File: src/rtl/prox_frame_pkg.sv
package prox_frame_pkg;

    localparam int NIB_W    = 4;
    localparam int NIB_CNT  = 10;
    localparam int ID_W     = NIB_W * NIB_CNT;
    localparam int HDR_LEN  = 9;
    localparam int ROW_W    = NIB_W + 1;
    localparam int DATA_W   = ROW_W * NIB_CNT;
    localparam int FRAME_W  = HDR_LEN + DATA_W + NIB_W + 1;
    localparam int HALF_W   = FRAME_W / 2;
    localparam int CNT_W    = $clog2(FRAME_W);

    typedef logic [NIB_W-1:0] nib_t;
    typedef logic [ROW_W-1:0] row_t;

    // Packed so that hdr lands in the most significant bits of the frame.
    typedef struct packed {
        logic [HDR_LEN-1:0] hdr;
        logic [DATA_W-1:0]  rows;
        nib_t               col;
        logic               stop;
    } frame_t;

    typedef enum logic [0:0] {
        TX_IDLE = 1'b0,
        TX_SEND = 1'b1
    } tx_state_t;

    function automatic logic even_bit(input nib_t n);
        return ^n;
    endfunction

    function automatic row_t pack_row(input nib_t n);
        return {n, even_bit(n)};
    endfunction

endpackage

File: src/rtl/prox_row_encoder.sv
module prox_row_encoder
    import prox_frame_pkg::*;
(
    input  nib_t nib,
    output row_t row,
    output logic par
);
    assign row = pack_row(nib);
    assign par = row[0];
endmodule

File: src/rtl/prox_frame_build.sv
module prox_frame_build
    import prox_frame_pkg::*;
(
    input  logic [ID_W-1:0] id,
    output frame_t          frame
);
    logic [DATA_W-1:0]  rows_w;
    logic [NIB_CNT-1:0] row_par;
    nib_t               col_par;

    genvar g;
    generate
        for (g = 0; g < NIB_CNT; g++) begin : g_row
            prox_row_encoder u_row (
                .nib (id[ID_W-1-g*NIB_W -: NIB_W]),
                .row (rows_w[DATA_W-1-g*ROW_W -: ROW_W]),
                .par (row_par[g])
            );
        end
    endgenerate

    always_comb begin
        col_par = '0;
        for (int k = 0; k < NIB_CNT; k++) begin
            col_par = col_par ^ id[k*NIB_W +: NIB_W];
        end
    end

    always_comb begin
        frame.hdr  = '1;
        frame.rows = rows_w;
        frame.col  = col_par;
        frame.stop = 1'b0;
    end

    // XOR of all row parities equals XOR of all column parities (both cover every data bit).
    always_comb begin
        AST_ROW_COL_AGREE: assert (^row_par == ^col_par);
    end

endmodule

File: src/rtl/prox_frame_shifter.sv
module prox_frame_shifter
    import prox_frame_pkg::*;
(
    input  logic   clk,
    input  logic   rst,
    input  logic   start,
    input  logic   bit_en,
    input  logic   rpt_en,
    input  frame_t frame_in,
    output logic   busy,
    output logic   done,
    output logic   ser_out
);
    tx_state_t          state;
    logic [FRAME_W-1:0] sreg;
    logic [FRAME_W-1:0] held;
    logic [CNT_W-1:0]   bit_cnt;
    logic               last_bit;

    assign last_bit = (bit_cnt == CNT_W'(FRAME_W - 1));
    assign busy     = (state == TX_SEND);
    assign ser_out  = busy & sreg[FRAME_W-1];

    always_ff @(posedge clk) begin
        if (rst) begin
            state   <= TX_IDLE;
            sreg    <= '0;
            held    <= '0;
            bit_cnt <= '0;
            done    <= 1'b0;
        end else begin
            done <= 1'b0;
            case (state)
                TX_IDLE: begin
                    if (start) begin
                        sreg    <= frame_in;
                        held    <= frame_in;
                        bit_cnt <= '0;
                        state   <= TX_SEND;
                    end
                end
                TX_SEND: begin
                    if (bit_en) begin
                        if (last_bit) begin
                            bit_cnt <= '0;
                            if (rpt_en) begin
                                sreg <= held;
                            end else begin
                                sreg  <= '0;
                                state <= TX_IDLE;
                                done  <= 1'b1;
                            end
                        end else begin
                            sreg    <= {sreg[FRAME_W-2:0], 1'b0};
                            bit_cnt <= bit_cnt + 1'b1;
                        end
                    end
                end
                default: state <= TX_IDLE;
            endcase
        end
    end

    AST_START_TAKES: assert property (@(posedge clk) disable iff (rst)
        (!busy && start) |=> busy);
    AST_HOLD_NO_STROBE: assert property (@(posedge clk) disable iff (rst)
        (busy && !bit_en) |=> ($stable(sreg) && $stable(bit_cnt)));
    AST_START_IGNORED: assert property (@(posedge clk) disable iff (rst)
        (busy && start && !bit_en) |=> $stable(held));
    AST_DONE_PULSE: assert property (@(posedge clk) disable iff (rst)
        done |=> !done);
    AST_DONE_IDLE: assert property (@(posedge clk) disable iff (rst)
        done |-> !busy);
    AST_REPEAT_KEEPS: assert property (@(posedge clk) disable iff (rst)
        (busy && bit_en && last_bit && rpt_en) |=> (busy && sreg == held));
    AST_RESET_CLEARS: assert property (@(posedge clk)
        rst |=> (!busy && !done && !ser_out));

endmodule

File: src/rtl/prox_id_encoder.sv
module prox_id_encoder
    import prox_frame_pkg::*;
(
    input  logic                clk,
    input  logic                rst,
    input  logic [ID_W-1:0]     tag_id,
    input  logic                start,
    input  logic                bit_en,
    input  logic                rpt_en,
    output logic [HALF_W-1:0]   frame_hi,
    output logic [HALF_W-1:0]   frame_lo,
    output logic                busy,
    output logic                done,
    output logic                ser_out
);
    frame_t frame_w;

    prox_frame_build u_build (
        .id    (tag_id),
        .frame (frame_w)
    );

    prox_frame_shifter u_shift (
        .clk      (clk),
        .rst      (rst),
        .start    (start),
        .bit_en   (bit_en),
        .rpt_en   (rpt_en),
        .frame_in (frame_w),
        .busy     (busy),
        .done     (done),
        .ser_out  (ser_out)
    );

    assign frame_hi = frame_w[FRAME_W-1:HALF_W];
    assign frame_lo = frame_w[HALF_W-1:0];

endmodule

File: config.mk
export PLATFORM = sky130hd
export DESIGN_NAME = prox_id_encoder
export DESIGN_NICKNAME = d
export VERILOG_FILES = /design/src/rtl/prox_frame_pkg.sv /design/src/rtl/prox_row_encoder.sv /design/src/rtl/prox_frame_build.sv /design/src/rtl/prox_frame_shifter.sv /design/src/rtl/prox_id_encoder.sv
export SDC_FILE = /design/constraint.sdc
export NUM_CORES = 1
export LEC_CHECK = 0
export BUFFER_PORTS_ARGS = -buffer_cell sky130_fd_sc_hd__buf_2
export CAP_MARGIN = 20
export CORE_ASPECT_RATIO = 1.2
export CORE_UTILIZATION = 30
export CTS_BUF_LIST = sky130_fd_sc_hd__clkbuf_4
export DETAILED_ROUTE_END_ITERATION = 12
export PLACE_DENSITY = 0.46
export SLEW_MARGIN = 40
export SYNTH_ARGS = -nofsm -noshare
export SYNTH_HDL_FRONTEND = slang
export SYNTH_HIERARCHICAL = 1
export SYNTH_SLANG_ARGS = --single-unit
File: constraint.sdc
create_clock -name clk -period 1.4 [get_ports clk]
set_input_delay 0.28 -clock clk [delete_from_list [all_inputs] [get_ports clk]]
set_output_delay 0.28 -clock clk [all_outputs]
set_load 0.02 [all_outputs]
==> results.cfg <==
[die]
start_util_pct = 30.7
die-area_sq_mm = 0.0251
core-area_sq_mm = 0.0240
fp.dieH_microns = 174
die_x_microns = 145
rows = 62
io_pins = 112

[synthesis]
synth_top_flop_cell = dfxtp_1
synth_top_family_by_area = compound AO/OA/AOI/OAI gates
synth_cell_types = 36
synth_xor_area_share_pct = 8.54
ys_ff_latch = 136
synth_compound_area_share_pct = 32.2
synth_cells = 830
syn_area_per_cell_sq_um = 8.86
muxShareOfSynthArea_pct = 0.204
ys_seq_area_share_pct = 37.0
yosys.area_share.simple_pct = 8.47
async_reset_ff_share_pct = 0
ys_warn_count = 6
netlist_area_sq_mm = 0.00735
synth_fa_ha_area_share_pct = 0.170
synth_enable_flop_cells = 0

[placed_design]
gp_congestion = 0.722
port-buffer-count = 101
detailed_place.area_sq_mm = 0.00848
hpwl_microns = 14500
dpl_worst_slack_ns = -0.478

[sta]
setup_ws_ns = -0.349
drv_slew = 0
hold_viol_final = 0
rsz0062_at_grt = yes
setup_viol = 41
final.min_clock_period_ns = 1.75
skew_ns = 0.0186
hold_slack_ns = 0.0887
fin_crit_sh_pct = 125
max_freq_mhz = 572
tns_ns = -2.05

[cells_and_area]
fin_nets = 1009
register_area_sq_mm = 0.00273
drive_gt1_share_pct = 42.6
syn2layout_area_growth_pct = 36.9
multi_input_area_sq_mm = 0.00434
final_common_cell = dfxtp_1
mostFrequentLayoutCells = 134 x dfxtp_1, 130 x nand2_1, 111 x a21oi_1, 93 x buf_4, 65 x buf_2
fillCellCount = 2436
stdcell_area_sq_mm = 0.0101

[global_route]
grt_overflow = 0
globalRouteTotalUtil_pct = 17.9
grt_pass1_wl_microns = 35600
grt_pass1_vias = 6340
antenna_found_initial = 1
grt_start_max_net_pins = 48

[power]
power_density_mw_per_mm2 = 1020
p_seq_share_pct = 42.9
swShare_pct = 33.5
switchingPower_uw = 3420
peakVddDrop_v = 0.000606
power_frac_comb_pct = 33.9
internal-power_uw = 6800
power_uw = 10200
p_leak_uw = 0.00383
clkPwrFrac_pct = 23.2

[setup_path]
start_kind = input port
crit_type = in -> out
crit_arrival_ns = 1.47
cp_data_required_time_ns = 1.12
cp_max_fo = 2
r2r_slack_ns = -0.05
end_kind = output pin
r2r-start = u_shift/busy$_SDFF_PP0_
crit_path_start = tag_id[39]

[clocking]
ctsRootBufferMaster = clkbuf_4
cts_made_buffers = 17
clk_latency_ns = 0.54
htreeDepth = 4
clkTransAtPathRegs_ns = 0.12
clk_path_buf_depth = 2
clock_sinks = 136
tritoncts = yes

[min_path]
hold_class = in -> reg
hold_start = tag_id[26]

[drt]
drt_iter0_drc = 307
via_count = 6673
via_per_inst = 5.15
first_pass_iters = 5
drc = 0
finalWirelength_microns = 24400
wl_per_cell_microns = 18.9
antenna_left = 0

[run_status]
violations = negative setup slack
status = finished, violations left

[job]
drv_cap = 0
## metrics by stage
step | instances | utilization (%)
2_1_floorplan | 838 | -
3_3_place_gp | 1224 | 35.4
5_1_grt | 1296 | 42.0
6_report | 1296 | 42.0
3_5_place_dp | 1224 | 35.4
4_1_cts | 1264 | 37.5
## per-layer routing
metal	track usage, %	routed length (microns)	up-vias
met5	0	0	-
met4	5.54	458	0
met3	3.16	966	22
met2	29.8	11800	157
met1	23.5	11200	3280
li1	-	-	3214
## power by group through the flow
stage / sequential (uW) / clock [uW] / combinational (uW)
2_1_floorplan: 4410 / 0 / 1940
3_3_place_gp: 4440 / 0 / 2700
3_5_place_dp: 4450 / 0 / 2710
4_1_cts: 4360 / 2460 / 2980
5_1_grt: 4420 / 2610 / 3690
6_report: 4390 / 2370 / 3460
## cell families after synthesis
family,count (synthesis)
AOI/OAI and AO/OA,333
xor gates and xnor gates,62
adders and majority gates,1
buffers and inverters,141
DFF,136
muxes,1
other,2
and+or+nand+nor,154
## repair_timing
action	in CTS	in global routing
buffers inserted	8	14
endpoints found under the hold margin	1	0
endpoints found under the setup margin	14	90
hold buffers	1	0
resized for setup	47	120
pin swaps	19	85
gates cloned	0	18
## flip-flops by register name (all words and copies together), names as in the netlist
register,flops
u_shift/held,64
u_shift/sreg,64
u_shift/bit_cnt,6
u_shift/busy,1
u_shift/done,1
## path summary, 6_finish.rpt
path / endpoint / cells past startpoint
setup reg to reg: u_shift/sreg[53]$_SDFFE_PP0P_ / 5
hold reg to reg: u_shift/held[0]$_SDFFE_PP0P_ / 2
hold / removal: u_shift/held[38]$_SDFFE_PP0P_ / 4
setup / recovery: frame_lo[4] / 5
## cell usage after synthesis (2+ instances only)
library cell,instances,area [sq um]
nor4_1,2,12.5
o21ai_0,65,325
nand3_1,7,35.0
xnor2_2,4,65.1
o211ai_1,2,15.0
clkbuf_1,27,101
xnor2_1,44,385
xnor3_1,4,90.1
inv_2,2,7.51
and3_1,2,12.5
a31oi_1,65,407
o221ai_2,59,886
a21oi_1,133,666
dfxtp_1,136,2720
o221ai_1,5,43.8
nand2_1,132,495
and2_1,3,18.8
xor2_1,10,87.6
conb_1,2,7.51
buf_12,7,140
buf_4,72,541
a211oi_1,2,15.0
buf_6,3,33.8
buf_2,30,150
## critical path: stages
cell and delay, ns:
buf_4 0.13, xnor2_4 0.17, xnor3_2 0.47, xnor2_4 0.26, buf_6 0.15
## cell type report
| type | count | area share, % |
|---|---|---|
| Multi-Input combinational cell | 563 | 43.1 |
| Sequential cell | 136 | 27.1 |
| Timing Repair Buffer | 243 | 23.4 |
| Tap cell | 320 | 3.98 |
| Clock buffer | 20 | 1.49 |
| Clock inverter | 11 | 0.833 |
| Inverter | 2 | 0.0746 |
| Antenna cell | 1 | 0.0249 |
Note: power is estimated with default switching activity, not from simulation.
